[src/rtl/scsi_arb_pkg.sv]
package scsi_arb_pkg;
  typedef enum logic [2:0] {
    ST_IDLE, ST_WAIT_FREE, ST_BUS_DLY, ST_ARB,
    ST_WIN_DLY, ST_SEL_BSY, ST_SEL_WAIT, ST_DONE
  } arb_state_e;

  function automatic int unsigned scale_cnt(input int unsigned n, input logic low);
    return low ? (n >> 1) : n;
  endfunction
endpackage

[src/rtl/scsi_arb_free_det.sv]
module scsi_arb_free_det #(
  parameter int unsigned FREE_CYC = 8,
  parameter int unsigned CNT_W    = 4
) (
  input  logic clk_i,
  input  logic rst_ni,
  input  logic bsy_i,
  input  logic sel_i,
  input  logic rst_i,
  input  logic low_freq_i,
  output logic free_o
);
  import scsi_arb_pkg::*;
  logic [CNT_W-1:0] cnt_q, lim;

  assign lim = CNT_W'(scale_cnt(FREE_CYC, low_freq_i));

  always_ff @(posedge clk_i or negedge rst_ni) begin
    if (!rst_ni)                     cnt_q <= '0;
    else if (bsy_i || sel_i || rst_i) cnt_q <= '0;
    else if (cnt_q < lim)            cnt_q <= cnt_q + CNT_W'(1);
  end

  assign free_o = (cnt_q >= lim);
endmodule

[src/rtl/scsi_arb_timer.sv]
module scsi_arb_timer #(
  parameter int unsigned CNT_W = 6
) (
  input  logic             clk_i,
  input  logic             rst_ni,
  input  logic             load_i,
  input  logic [CNT_W-1:0] load_val_i,
  output logic             zero_o
);
  logic [CNT_W-1:0] cnt_q;

  always_ff @(posedge clk_i or negedge rst_ni) begin
    if (!rst_ni)           cnt_q <= '0;
    else if (load_i)       cnt_q <= load_val_i;
    else if (cnt_q != '0)  cnt_q <= cnt_q - CNT_W'(1);
  end

  assign zero_o = (cnt_q == '0);
endmodule

[src/rtl/scsi_arb_prio.sv]
module scsi_arb_prio #(
  parameter int unsigned ID_W = 8
) (
  input  logic [ID_W-1:0] own_id_i,
  input  logic [ID_W-1:0] bus_id_i,
  output logic            higher_o
);
  logic [ID_W-1:0] above;

  assign above[0] = 1'b0;
  for (genvar i = 1; i < ID_W; i++) begin : g_mask
    assign above[i] = |own_id_i[i-1:0];
  end

  assign higher_o = |(bus_id_i & above);
endmodule

[src/rtl/scsi_arb_seq.sv]
module scsi_arb_seq #(
  parameter int unsigned ID_W     = 8,
  parameter int unsigned FREE_CYC = 8,
  parameter int unsigned T_BUS    = 16,
  parameter int unsigned T_ARB    = 56,
  parameter int unsigned T_SEL    = 24,
  parameter int unsigned T_REL    = 2
) (
  input  logic            clk_i,
  input  logic            rst_ni,
  input  logic            start_i,
  input  logic            target_i,
  input  logic            auto_atn_i,
  input  logic            low_freq_i,
  input  logic [ID_W-1:0] own_id_i,
  input  logic [ID_W-1:0] dest_id_i,
  input  logic            bsy_i,
  input  logic            sel_i,
  input  logic            rst_i,
  input  logic [ID_W-1:0] data_i,
  input  logic            clr_i,
  output logic            bsy_oe_o,
  output logic            sel_oe_o,
  output logic            atn_oe_o,
  output logic            io_oe_o,
  output logic [ID_W-1:0] data_o,
  output logic            data_oe_o,
  output logic            cmd_done_o,
  output logic            irq_o
);
  import scsi_arb_pkg::*;

  localparam int unsigned MAX_A = (T_BUS > T_ARB) ? T_BUS : T_ARB;
  localparam int unsigned MAX_B = (T_SEL > T_REL) ? T_SEL : T_REL;
  localparam int unsigned MAX_T = (MAX_A > MAX_B) ? MAX_A : MAX_B;
  localparam int unsigned CNT_W = $clog2(MAX_T + 1);
  localparam int unsigned FRE_W = $clog2(FREE_CYC + 1);

  arb_state_e       st_q, st_d;
  logic             bus_free, tmr_zero, tmr_ld, higher, done_q;
  logic [CNT_W-1:0] tmr_val;

  scsi_arb_free_det #(.FREE_CYC(FREE_CYC), .CNT_W(FRE_W)) u_free (
    .clk_i(clk_i), .rst_ni(rst_ni), .bsy_i(bsy_i), .sel_i(sel_i),
    .rst_i(rst_i), .low_freq_i(low_freq_i), .free_o(bus_free)
  );

  scsi_arb_timer #(.CNT_W(CNT_W)) u_tmr (
    .clk_i(clk_i), .rst_ni(rst_ni), .load_i(tmr_ld),
    .load_val_i(tmr_val), .zero_o(tmr_zero)
  );

  scsi_arb_prio #(.ID_W(ID_W)) u_prio (
    .own_id_i(own_id_i), .bus_id_i(data_i), .higher_o(higher)
  );

  // timer loaded with count-1 so a timed state lasts exactly count cycles
  always_comb begin
    st_d    = st_q;
    tmr_ld  = 1'b0;
    tmr_val = '0;
    unique case (st_q)
      ST_IDLE:      if (start_i) st_d = ST_WAIT_FREE;
      ST_WAIT_FREE: if (bus_free) begin
        st_d = ST_BUS_DLY; tmr_ld = 1'b1;
        tmr_val = CNT_W'(scale_cnt(T_BUS, low_freq_i) - 1);
      end
      ST_BUS_DLY:   if (tmr_zero) begin
        st_d = ST_ARB; tmr_ld = 1'b1;
        tmr_val = CNT_W'(scale_cnt(T_ARB, low_freq_i) - 1);
      end
      ST_ARB:       if (tmr_zero) begin
        if (sel_i || higher) st_d = ST_WAIT_FREE;
        else begin
          st_d = ST_WIN_DLY; tmr_ld = 1'b1;
          tmr_val = CNT_W'(scale_cnt(T_SEL, low_freq_i) - 1);
        end
      end
      ST_WIN_DLY:   if (tmr_zero) begin
        st_d = ST_SEL_BSY; tmr_ld = 1'b1;
        tmr_val = CNT_W'(scale_cnt(T_REL, low_freq_i) - 1);
      end
      ST_SEL_BSY:   if (tmr_zero) st_d = ST_SEL_WAIT;
      ST_SEL_WAIT:  if (bsy_i) st_d = ST_DONE;
      ST_DONE:      st_d = ST_DONE;
      default:      st_d = ST_IDLE;
    endcase
    if (!start_i || rst_i) st_d = ST_IDLE;
  end

  always_ff @(posedge clk_i or negedge rst_ni) begin
    if (!rst_ni) begin
      st_q   <= ST_IDLE;
      done_q <= 1'b0;
    end else begin
      st_q <= st_d;
      if (st_q == ST_SEL_WAIT && st_d == ST_DONE) done_q <= 1'b1;
      else if (clr_i)                             done_q <= 1'b0;
    end
  end

  logic in_sel, in_arb;
  assign in_arb = (st_q == ST_ARB) || (st_q == ST_WIN_DLY);
  assign in_sel = (st_q == ST_SEL_BSY) || (st_q == ST_SEL_WAIT);

  assign bsy_oe_o   = in_arb || (st_q == ST_SEL_BSY) || (target_i && st_q == ST_DONE);
  assign sel_oe_o   = in_sel;
  assign atn_oe_o   = auto_atn_i && (in_sel || st_q == ST_DONE);
  assign io_oe_o    = target_i && (in_sel || st_q == ST_DONE);
  assign data_oe_o  = in_arb || in_sel;
  assign data_o     = in_arb ? own_id_i : (in_sel ? (own_id_i | dest_id_i) : '0);
  assign cmd_done_o = done_q;
  assign irq_o      = done_q;
endmodule

[config.mk]
export PLATFORM = sky130hd
export DESIGN_NAME = scsi_arb_seq
export DESIGN_NICKNAME = d
export VERILOG_FILES = /design/src/rtl/scsi_arb_pkg.sv /design/src/rtl/scsi_arb_free_det.sv /design/src/rtl/scsi_arb_timer.sv /design/src/rtl/scsi_arb_prio.sv /design/src/rtl/scsi_arb_seq.sv
export SDC_FILE = /design/constraint.sdc
export NUM_CORES = 1
export LEC_CHECK = 0
export BUFFER_PORTS_ARGS = -buffer_cell sky130_fd_sc_hd__buf_2
export CAP_MARGIN = 15
export CORE_MARGIN = 10
export CORE_UTILIZATION = 54
export DETAILED_ROUTE_END_ITERATION = 8
export GPL_TIMING_DRIVEN = 0
export MAX_ROUTING_LAYER = met4
export PLACE_DENSITY = 0.89
export RECOVER_POWER = 50
export SLEW_MARGIN = 20
export SYNTH_ARGS = -nofsm -noshare
export SYNTH_HDL_FRONTEND = slang
export SYNTH_SLANG_ARGS = --single-unit
export TNS_END_PERCENT = 1
[constraint.sdc]
create_clock -name clk_i -period 3.4 [get_ports clk_i]
set_input_delay 0.51 -clock clk_i [delete_from_list [all_inputs] [get_ports clk_i]]
set_output_delay 0.51 -clock clk_i [all_outputs]
set_load 0.02 [all_outputs]
Word-level counts from Yosys, hierarchy flattened
Index checks and enable logic that the tools add are counted.
Widths: inputs -> output; s select.
{"block": "classes", "n_addsub": 6, "order_cmp": 2, "eq_ne": 8, "muxes": 34, "bitwise_logic": 2, "n_reduce_logical": 29}
{"op": "$mux 6", "count": 8}
{"op": "$mux 3", "count": 9}
{"op": "$pmux 3 s8", "count": 1}
{"op": "$pmux 6 s4", "count": 1}
{"op": "$mux 8", "count": 2}
{"op": "$eq 3x3->1 const B", "count": 5}
{"op": "$mux 4", "count": 3}
{"op": "$sub 5x1->6 const B", "count": 2}
{"op": "$sub 6x1->6 const B", "count": 2}
{"op": "$logic_or 1x1->1", "count": 10}
{"op": "$mux 5", "count": 2}
{"op": "$and 8x8->8", "count": 1}
{"op": "$or 8x8->8", "count": 1}
{"op": "$reduce_or 8->1", "count": 1}
{"op": "$reduce_or 7->1", "count": 1}
{"op": "$eq 3x2->1 const B", "count": 2}
{"op": "$logic_not 6->1", "count": 1}
{"op": "$mux 1", "count": 6}
{"op": "$reduce_bool 2->1", "count": 3}
{"op": "$reduce_bool 6->1", "count": 1}
{"op": "$reduce_or 6->1", "count": 1}
{"op": "$reduce_or 5->1", "count": 1}
{"op": "$add 4x1->4 const B", "count": 1}
{"op": "$ge 4x4->1", "count": 1}
{"op": "other kinds (11)", "count": 15}
{"block": "totals", "regBits": 14, "output_inout_bits": 15, "word_cells": 85}

Logic depth before layout (Yosys ltp)
Gate-level depths: netlist of the first run.
{"block": "depth", "word_depth": 11, "ltp_mapped": 8, "depth_no_buf": 7}

Hierarchy
Synthesis of the first run repeated with hierarchy kept, for this count alone.
{"block": "hier_totals", "cells_unflattened": 175, "hier_area_um2": 1443.9}
{"mod": "scsi_arb_seq", "instances": 1, "cells_per_inst": 92, "area_each_um2": 684.4}
{"mod": "scsi_arb_timer", "instances": 1, "cells_per_inst": 40, "area_each_um2": 400.4}
{"mod": "scsi_arb_free_det", "instances": 1, "cells_per_inst": 30, "area_each_um2": 277.8}
{"mod": "scsi_arb_prio", "instances": 1, "cells_per_inst": 13, "area_each_um2": 81.3}

Worst setup path before layout of the first run
Ideal clock, no wire load.
{"block": "synth_timing", "kind": "register to output", "from": "reg st_q[2]", "to": "out sel_oe_o", "arrival_time_ns": 1.503, "setup_slack_ns": 1.387, "path_stages_with_launch": 4, "path_buffers": 2, "cell_sequence": "dfrtp_1 clkbuf_1 buf_1 a21boi_0"}
{"block": "synth_between", "elab_chain_cells": 2, "elab_cells_between_ends": 3}
{"item": "from (decl)", "line_no": "scsi_arb_seq.sv:39", "source": "arb_state_e st_q, st_d;"}
{"item": "from (signal assigned)", "line_no": "scsi_arb_seq.sv:96", "source": "st_q <= st_d;"}
{"item": "$eq 3x3->1", "line_no": "scsi_arb_seq.sv:104", "source": "assign in_sel = (st_q == ST_SEL_BSY) || (st_q == ST_SEL_WAIT);"}
{"item": "$logic_or 1x1->1 (*)", "line_no": "scsi_arb_seq.sv:104"}
{"item": "to (decl)", "line_no": "scsi_arb_seq.sv:23", "source": "output logic sel_oe_o,"}
Mark *: on every way between the ends. The rest lies on a longest branch, timed or not.

Worst setup path in the final report of the first run
{"block": "layout_timing", "from": "reg st_q[1]", "to": "out data_o[6]"}
{"block": "layout_between", "elab_chain_cells": 4, "elab_cells_between_ends": 8}
{"item": "$eq 3x3->1", "line_no": "scsi_arb_seq.sv:104"}
{"item": "$logic_or 1x1->1", "line_no": "scsi_arb_seq.sv:104"}
{"item": "$mux 8", "line_no": "scsi_arb_seq.sv:111", "source": "assign data_o = in_arb ? own_id_i : (in_sel ? (own_id_i | dest_id_i) : '0);"}
{"item": "$mux 8 (*)", "line_no": "scsi_arb_seq.sv:111"}
{"item": "to (decl)", "line_no": "scsi_arb_seq.sv:26", "source": "output logic [ID_W-1:0] data_o,"}
Marked as above.

==> flow_metrics.env, run 1 <==
export IMPL_finalWeightedCongestion=0.890
export IMPL_layout_drive_gt1_share_pct=26.1
export IMPL_synth_edff_count=0
export IMPL_finalCritPeriodShare_pct=74.4
export IMPL_rsz0062_at_grt="no"
export IMPL_dp_cells=256
export IMPL_synth_largest_area_cell="dfrtp_1"
export IMPL_slew_headroom_pct=48.0
export IMPL_setup_violations=0
export IMPL_max_slew_worst_pin_slew_ns=0.781
export IMPL_worst_ir_drop_vdd_mv=0.349
export IMPL_clock_skew_ns=0.00108
export IMPL_cts_htree_levels=1
export IMPL_area_growth_pct=21.9
export IMPL_dieHeight_um=70.8
export IMPL_routedWlPerCell_um=15.2
export IMPL_drt_initial_drc_count=141
export IMPL_ys_async_sr_fraction_pct=100
export IMPL_grt_usage_pct=16.7
export IMPL_critical_path_class="reg2out"
export IMPL_synth_top_area_share_pct=25.2
export IMPL_clk_path_buf_depth=2
export IMPL_synth_cell_types=50
export IMPL_synthCells=179
export IMPL_initial_core_util_pct=56.2
export IMPL_seq_area_frac_synth_pct=25.2
export IMPL_antenna_found_initial=0
export IMPL_io_pins=49
export IMPL_io_buffers=47
export IMPL_yosys_top_cells_area="dfrtp_1, ha_1, o21ai_0, nand2_1, a2bb2oi_1"
export IMPL_dp_hpwl_um=3180
export IMPL_setup_tns_ns=0
export IMPL_cts_buffers=3
export IMPL_slew_viol_final=0
export IMPL_synth_seq_cells=14
export IMPL_grt_pass1_wl_um=7080
export IMPL_startpoint_type="flop"
export IMPL_die_w_um=70.8
export IMPL_rows=18
export IMPL_power_density_nw_per_um2=360
export IMPL_ant_nets=0
export IMPL_grt_pass1_vias=1718
export IMPL_final_period_minus_worst_setup_slack_ns=2.53
export IMPL_hold_viol_final=0
export IMPL_status="finished clean"
export IMPL_drt_first_pass_iters=4
export IMPL_grt_max_degree=15
export IMPL_cts_root_buf="clkbuf_4"
export IMPL_min_path_type="in2async"
export IMPL_path_max_fanout=10
export IMPL_synth_flop_cell="dfrtp_1"
export IMPL_synthesis_area_um2=1390
export IMPL_final_cells=260
export IMPL_max_freq_mhz=395
export IMPL_r2r_slack_ns=1.23
export IMPL_cp_arrival_ns=2.02
export IMPL_cts_resized=0
export IMPL_maxCapViolations=0
export IMPL_cellLeakagePower_nw=0.782
export IMPL_yosysMostFrequentCell="nand2_1"
export IMPL_yosys_top_cells_count="nand2_1, o21ai_0, dfrtp_1"
export IMPL_vias_per_cell=5.93
export IMPL_wirelength_um=3940
export IMPL_timing_rr_end="u_tmr.cnt_q[4]"
export IMPL_cts_tree="yes"
export IMPL_num_vias=1542
export IMPL_fp_dieArea_um2=5010
export IMPL_postCtsHoldBufs=0
export IMPL_end_kind="output pin"
export IMPL_reg2reg_from="u_free.cnt_q[2]"
export IMPL_diodes=0
export IMPL_post_cts_buffers=0
export IMPL_nets=271
export IMPL_ys_warn_count=0
export IMPL_worstSkewPairLatency_ns=0.28
export IMPL_drcViolationCount=0
export IMPL_cts_sinks=14
export IMPL_grt_overflow_total=0
export IMPL_syn_nets=219
export IMPL_clkTransAtPathRegs_ns=0.09
export IMPL_cp_data_required_time_ns=2.89
export IMPL_synth_area_per_cell_um2=7.78
export IMPL_core_um2=2480
export IMPL_worst_r2r_path_depth=7
critical path, cell delays in order, from the launching register on:
cell	delay, ns
dfrtp_1	0.45
clkbuf_1	0.35
clkbuf_1	0.39
a21o_1	0.17
nand3_1	0.07
o21ai_0	0.11
buf_2	0.19
sequential cells by signal, indices dropped and copies added, names as in the netlist:
| register | count |
|---|---|
| cmd_done_o | 1 |
| u_tmr.cnt_q | 6 |
| u_free.cnt_q | 4 |
| st_q | 3 |
worst max path at each step:
stage               start        endpoint  slack (ns)  cells past startpoint
2_1_floorplan     st_q[2]        sel_oe_o        1.39                      3
3_3_place_gp   low_freq_i  u_tmr.cnt_q[4]        1.10                      7
3_5_place_dp   low_freq_i  u_tmr.cnt_q[4]        1.05                      7
4_1_cts           st_q[1]       data_o[6]        0.88                      6
5_1_grt           st_q[1]       data_o[3]        0.64                      6
6_report          st_q[1]       data_o[6]        0.87                      6
logic make-up after synthesis:
| family | after synthesis | share of synthesized area, % |
|---|---|---|
| compound gates | 60 | 31.4 |
| fa+ha+maj | 6 | 5.39 |
| xor+xnor | 8 | 5.03 |
| simple gates | 68 | 25.1 |
| flops | 14 | 25.2 |
| buf+inv | 20 | 5.75 |
| mux | 3 | 2.16 |
per-stage QoR:
stage / power [W] / cell area (um^2) / util [%] / setup WS (ns) / hold slack, ns
3_3_place_gp: 0.000481 / 1670 / 67.2 / 1.10 / 0.421
2_1_floorplan: 0.000415 / 1390 / - / 1.39 / 0.214
3_5_place_dp: 0.000490 / 1670 / 67.2 / 1.05 / 0.423
4_1_cts: 0.000613 / 1700 / 68.7 / 0.882 / 0.114
5_1_grt: 0.000661 / 1700 / 68.5 / 0.638 / 0.313
6_report: 0.000612 / 1700 / 68.5 / 0.870 / 0.271
layout make-up:
cell class	count	area [um^2]
Multi-Input combinational cell	145	962
Sequential cell	14	350
Tap cell	30	37.5
Fill cell	228	779
Inverter	9	33.8
Buffer	11	46.3
Timing Repair Buffer	47	231
Clock buffer	4	36.3
layout by cell type, fill, tap and decap left out, types with 2 or more instances in the layout:
cell / Yosys / routed
and2_1: 4 / 4
a21oi_1: 5 / 5
a31o_2: 2 / 2
ha_1: 6 / 6
clkbuf_1: 8 / 11
nand2b_1: 7 / 7
dfrtp_1: 14 / 14
o211ai_1: 2 / 2
or3_1: 3 / 3
mux2i_1: 3 / 3
xnor2_1: 7 / 7
clkbuf_4: 0 / 3
o221ai_1: 2 / 2
nand2_1: 17 / 17
buf_2: 1 / 45
inv_1: 9 / 9
nor2b_1: 3 / 3
o21ai_0: 15 / 15
or2_2: 2 / 2
nor3_1: 6 / 6
a211oi_1: 3 / 3
a21o_1: 8 / 8
nand3_1: 9 / 9
a2bb2oi_1: 7 / 7
nor2_1: 10 / 10
metal layers:
metal / vias to the layer above / GRT usage (%) / wire length (um)
met5: - / - / 0
met4: 0 / 8.82 / 87
met3: 9 / 4.32 / 232
met2: 62 / 26.1 / 1870
met1: 717 / 19.1 / 1750
li1: 754 / - / -
power breakdown:
group          internal [W]  total [W]  switching, W
Combinational      0.000123   0.000253      0.000131
Clock             0.0000652   0.000122     0.0000565
Sequential         0.000202   0.000237     0.0000345
Note: power is estimated with default switching activity, not from simulation.
==> run 2, diff against run 1 <==
--- a/config.mk
+++ b/config.mk
@@ -8,11 +8,11 @@
 export BUFFER_PORTS_ARGS = -buffer_cell sky130_fd_sc_hd__buf_2
 export CAP_MARGIN = 15
 export CORE_MARGIN = 10
-export CORE_UTILIZATION = 54
+export CORE_UTILIZATION = 50
 export DETAILED_ROUTE_END_ITERATION = 8
 export GPL_TIMING_DRIVEN = 0
 export MAX_ROUTING_LAYER = met4
-export PLACE_DENSITY = 0.89
+export PLACE_DENSITY = 0.83
 export RECOVER_POWER = 50
 export SLEW_MARGIN = 20
 export SYNTH_ARGS = -nofsm -noshare
==> constraint.sdc (replaced) <==
create_clock -name clk_i -period 2.6 [get_ports clk_i]
set_input_delay 0.39 -clock clk_i [delete_from_list [all_inputs] [get_ports clk_i]]
set_output_delay 0.39 -clock clk_i [all_outputs]
set_load 0.02 [all_outputs]
==> run 2 against run 1 <==
Sequential share of layout area is 0.14 points lower. Sequential power is 31% higher. Non-clock buffer count is 1 higher. Clock power is 32% higher. Clock skew is 0.0028 ns higher.
==> flow_metrics.env, run 2 (same netlist as run 1, synthesis figures left out) <==
export IMPL_status="finished clean"
export IMPL_cts_sinks=14
export IMPL_reg_top3="u_tmr.cnt_q x6, u_free.cnt_q x4, st_q x3"
export IMPL_critPathTopFamily="buffers and inverters"
export IMPL_slew_viol_final=0
export IMPL_cts_tree="yes"
export IMPL_end_kind="output pin"
export IMPL_cp_arrival_ns=2.03
export IMPL_power_w=0.000801
export IMPL_clkTransAtPathRegs_ns=0.08
export IMPL_ant_nets=0
export IMPL_power_density_nw_per_um2=469
export IMPL_path_cells="clkbuf_1 > clkbuf_1 > a21o_1 > nand3_1 > o21ai_0 > buf_2"
export IMPL_startpoint_type="flop"
export IMPL_layout_common_cells="buf_2, nand2_1, o21ai_0"
export IMPL_num_vias=1510
export IMPL_finalCritPeriodShare_pct=93.0
export IMPL_drcViolationCount=0
export IMPL_rsz0062_at_grt="no"
export IMPL_worstSkewPairLatency_ns=0.29
export IMPL_max_stage_delay_ns=0.44
export IMPL_diodes=0
export IMPL_layout_drive_gt1_share_pct=26.0
export IMPL_finalWeightedCongestion=0.893
export IMPL_die_w_um=72.8
export IMPL_post_cts_buffers=0
export IMPL_crit_buf_inv=3
export IMPL_largest_reg_flops=6
export IMPL_maxCapViolations=0
export IMPL_grt_pass1_vias=1468
export IMPL_cts_htree_levels=1
export IMPL_worst_ir_drop_vdd_mv=0.439
export IMPL_cellLeakagePower_nw=0.787
export IMPL_slew_headroom_pct=49.2
export IMPL_fin_util_pct=63.1
export IMPL_critical_path_class="reg2out"
export IMPL_max_freq_mhz=414
export IMPL_wirelength_um=3940
export IMPL_cp_data_required_time_ns=2.21
export IMPL_final_period_minus_worst_setup_slack_ns=2.42
export IMPL_max_slew_worst_pin_slew_ns=0.762
export IMPL_vias_per_cell=5.76
export IMPL_clock_skew_ns=0.00385
export IMPL_cts_root_buf="clkbuf_4"
export IMPL_cp_common_cell="clkbuf_1"
export IMPL_setup_violations=0
export IMPL_n_fill_cell=263
export IMPL_drt_first_pass_iters=4
export IMPL_fp_dieArea_um2=5300
export IMPL_grt_max_degree=15
export IMPL_grt_usage_pct=15.3
export IMPL_io_pins=49
export IMPL_hold_viol_final=0
export IMPL_cp_slowest_cell="dfrtp_1"
export IMPL_drt_initial_drc_count=84
export IMPL_rows=19
export IMPL_antenna_found_initial=0
export IMPL_dieHeight_um=72.8
export IMPL_dp_hpwl_um=3150
export IMPL_grt_pass1_wl_um=6630
export IMPL_setup_tns_ns=0
export IMPL_clk_path_buf_depth=2
export IMPL_core_um2=2710
export IMPL_initial_core_util_pct=51.4
export IMPL_area_growth_pct=22.7
export IMPL_grt_overflow_total=0
export IMPL_top_register="u_tmr.cnt_q"
export IMPL_setup_ws_ns=0.183
export IMPL_io_buffers=47
export IMPL_path_max_fanout=10
export IMPL_routedWlPerCell_um=15.0
export IMPL_min_path_type="in2reg"
export IMPL_layout_commonest_cell="buf_2"
export IMPL_cts_buffers=3
export IMPL_dp_slack_ns=0.420
export IMPL_nets=272
==> run 2: cell types whose count changed in the layout (fill, tap and decap cells not counted) <==
cell | previous run | this run
dlygate4sd3_1 | 0 | 1
==> run 2: what timing repair did <==
item | CTS | global route
resized for setup | 0 | 0
endpoints found under the hold margin | 14 | 0
hold buffers | 1 | 0
==> run 2: cell type report <==
cell class	count	area (um^2)	area share [%]
Buffer	11	46.3	2.71
Clock buffer	4	36.3	2.12
Inverter	9	33.8	1.98
Multi-Input combinational cell	145	962	56.3
Sequential cell	14	350	20.5
Tap cell	31	38.8	2.27
Timing Repair Buffer	48	241	14.1
==> run 2: worst paths after layout <==
| path | startpoint | to | slack, ns | cells after the start |
|---|---|---|---|---|
| worst max-delay path | st_q[1] | data_o[2] | 0.18 | 6 |
| max in group asynchronous | rst_ni | st_q[2] | 1.45 | 2 |
| worst max register to register | u_tmr.cnt_q[0] | u_tmr.cnt_q[4] | 0.50 | 7 |
| worst min register to register | cmd_done_o | cmd_done_o | 0.57 | 2 |
| worst min-delay path | clr_i | cmd_done_o | 0.27 | 2 |
| min in group asynchronous | rst_ni | u_tmr.cnt_q[0] | 0.67 | 2 |
==> run 2: stage by stage <==
step,area [um^2],hold WS [ns],std cells
after global placement,1670,0.303,257
after CTS,1710,0.278,262
after global routing,1710,0.285,262
final,1710,0.275,262
after floorplan,1390,0.0944,179
after detailed placement,1670,0.303,257
==> run 2: where the power goes <==
group | switching (W) | internal (W) | total, W
Combinational | 0.000168 | 0.000162 | 0.000330
Sequential | 0.0000462 | 0.000264 | 0.000311
Clock | 0.0000753 | 0.0000854 | 0.000161
Total | 0.000289 | 0.000512 | 0.000801
==> run 2: layer usage <==
metal / routed length [um] / part of all wire, % / global-route usage, %
met5: 0 / 0 / -
met2: 1930 / 49 / 23.8
met4: 45 / 1.1 / 4.01
met1: 1780 / 45 / 19.4
met3: 192 / 4.9 / 3.54
==> run 3, diff against run 2 <==
--- a/config.mk
+++ b/config.mk
@@ -8,11 +8,11 @@
 export BUFFER_PORTS_ARGS = -buffer_cell sky130_fd_sc_hd__buf_2
 export CAP_MARGIN = 15
 export CORE_MARGIN = 10
-export CORE_UTILIZATION = 50
+export CORE_UTILIZATION = 35
 export DETAILED_ROUTE_END_ITERATION = 8
 export GPL_TIMING_DRIVEN = 0
 export MAX_ROUTING_LAYER = met4
-export PLACE_DENSITY = 0.83
+export PLACE_DENSITY = 0.65
 export RECOVER_POWER = 50
 export SLEW_MARGIN = 20
 export SYNTH_ARGS = -nofsm -noshare
==> constraint.sdc (replaced) <==
create_clock -name clk_i -period 2.05 [get_ports clk_i]
set_input_delay 0.3075 -clock clk_i [delete_from_list [all_inputs] [get_ports clk_i]]
set_output_delay 0.3075 -clock clk_i [all_outputs]
set_load 0.02 [all_outputs]
==> run 3 against run 2 <==
Routed wire length increased by 3.5%. Total power up 38%. Via count fell by 0.86%. Critical path depth stayed put. Clock power up 68%. Clock skew up 0.0016 ns. Flip-flop and latch count unchanged. Die area up 30%. Worst hold slack got worse by 0.040 ns. Critical path type is now reg2reg. Largest cell class unchanged. Largest power group unchanged.
==> flow_metrics.env, run 3 (same netlist as run 1, synthesis figures left out) <==
export IMPL_finalWeightedCongestion=0.834
export IMPL_critical_path_class="reg2reg"
export IMPL_rows=22
export IMPL_drt_initial_drc_count=72
export IMPL_min_path_type="in2reg"
export IMPL_slew_viol_final=0
export IMPL_antenna_found_initial=0
export IMPL_setup_violations=0
export IMPL_area_growth_pct=27.6
export IMPL_power_w=0.00110
export IMPL_drcViolationCount=0
export IMPL_worst_ir_drop_vdd_mv=0.386
export IMPL_vias_per_cell=5.37
export IMPL_n_fill_cell=405
export IMPL_clk_path_buf_depth=2
export IMPL_routedWlPerCell_um=14.6
export IMPL_cellLeakagePower_nw=0.821
export IMPL_layout_common_cells="buf_2, nand2_1, o21ai_0"
export IMPL_cp_arrival_ns=2.07
export IMPL_slew_headroom_pct=48.0
export IMPL_top_register="u_tmr.cnt_q"
export IMPL_finalCritPeriodShare_pct=95.6
export IMPL_status="finished clean"
export IMPL_clock_skew_ns=0.00547
export IMPL_ant_nets=0
export IMPL_layout_commonest_cell="buf_2"
export IMPL_fp_dieArea_um2=6900
export IMPL_stdcell_area_um2=1780
export IMPL_end_kind="flop"
export IMPL_io_pins=49
export IMPL_rsz0062_at_grt="yes"
export IMPL_dieHeight_um=83.1
export IMPL_reg_top3="u_tmr.cnt_q x6, u_free.cnt_q x4, st_q x3"
export IMPL_layout_drive_gt1_share_pct=29.9
export IMPL_cts_buffers=3
export IMPL_final_cells=279
export IMPL_cts_htree_levels=1
export IMPL_diodes=0
export IMPL_max_slew_worst_pin_slew_ns=0.781
export IMPL_cp_data_required_time_ns=2.16
export IMPL_hold_viol_final=0
export IMPL_grt_pass1_vias=1506
export IMPL_fin_hold_ws_ns=0.235
export IMPL_path_max_fanout=7
export IMPL_wirelength_um=4080
export IMPL_io_buffers=47
export IMPL_grt_usage_pct=11.6
export IMPL_num_vias=1497
export IMPL_grt_max_degree=15
export IMPL_cts_sinks=14
export IMPL_grt_overflow_total=0
export IMPL_nets=272
export IMPL_worstSkewPairLatency_ns=0.25
export IMPL_cts_root_buf="clkbuf_8"
export IMPL_core_um2=3740
export IMPL_post_cts_buffers=0
export IMPL_final_period_minus_worst_setup_slack_ns=1.96
export IMPL_maxCapViolations=0
export IMPL_dp_hpwl_um=3310
export IMPL_cts_tree="yes"
export IMPL_initial_core_util_pct=37.2
export IMPL_startpoint_type="flop"
export IMPL_fin_util_pct=47.5
export IMPL_clkTransAtPathRegs_ns=0.06
export IMPL_placed_cell_area_um2=1690
export IMPL_drt_first_pass_iters=4
export IMPL_die_w_um=83.1
export IMPL_largest_reg_flops=6
export IMPL_max_freq_mhz=510
export IMPL_grt_pass1_wl_um=6820
export IMPL_power_density_nw_per_um2=621
export IMPL_dp_cells=274
[run 3: cell count changes in the layout (fill, tap and decap cells not counted), moves of 2 or more]
cell	before	now
clkbuf_2	0	3
buf_2	45	47
clkbuf_8	1	4
clkbuf_4	3	1
clkbuf_1	11	6
[run 3: final cells by class]
type	instances	area (um^2)	area share, %
multi-input combinational	145	980	55.1
sequential	14	350	19.7
timing repair buffer	48	241	13.6
tap	48	60.1	3.38
buffer	11	56.3	3.17
clock buffer	4	55.1	3.10
inverter	9	33.8	1.90
[run 3: timing repair]
action	CTS	global route
hold endpoints to repair	14	0
resized for setup	7	6
hold buffers	1	0
setup endpoints to repair	14	13
pin swaps	0	0
[run 3: final timing paths]
path | from | to | slack [ns] | depth (start not counted)
max | u_tmr.cnt_q[2] | u_tmr.cnt_q[0] | 0.09 | 6
min | clr_i | cmd_done_o | 0.23 | 2
max reg2reg | u_tmr.cnt_q[2] | u_tmr.cnt_q[0] | 0.09 | 6
min reg2reg | cmd_done_o | cmd_done_o | 0.56 | 2
max in group asynchronous | rst_ni | u_tmr.cnt_q[5] | 0.91 | 2
min in group asynchronous | rst_ni | u_free.cnt_q[0] | 0.65 | 2
[run 3: layer usage]
metal,part of all wire (%),GRT usage [%],vias to the layer above
met2,50,18.5,43
met4,1.7,3.85,0
li1,-,-,756
met1,46,14.3,692
met3,2.5,1.95,6
met5,0,-,-
[run 3: critical path, cell delays in order, from the launching register on]
cell      delay (ns)
dfrtp_1         0.42
or3_4           0.44
or2_0           0.23
buf_2           0.16
or3_1           0.37
a211oi_2        0.15
a311oi_1        0.06
[run 3: through the flow]
stage,setup slack [ns],TNS [ns]
global placement,-0.0795,-0.0795
global route,-0.0684,-0.216
detailed placement,-0.105,-0.105
floorplan,0.225,0
CTS,0.0227,0
finish,0.0906,0
[run 3: power breakdown]
part / switching, W / leakage [nW] / internal (W)
combinational: 0.000223 / 0.609 / 0.000215
sequential: 0.0000606 / 0.184 / 0.000336
clock: 0.0000995 / 0.0288 / 0.000170
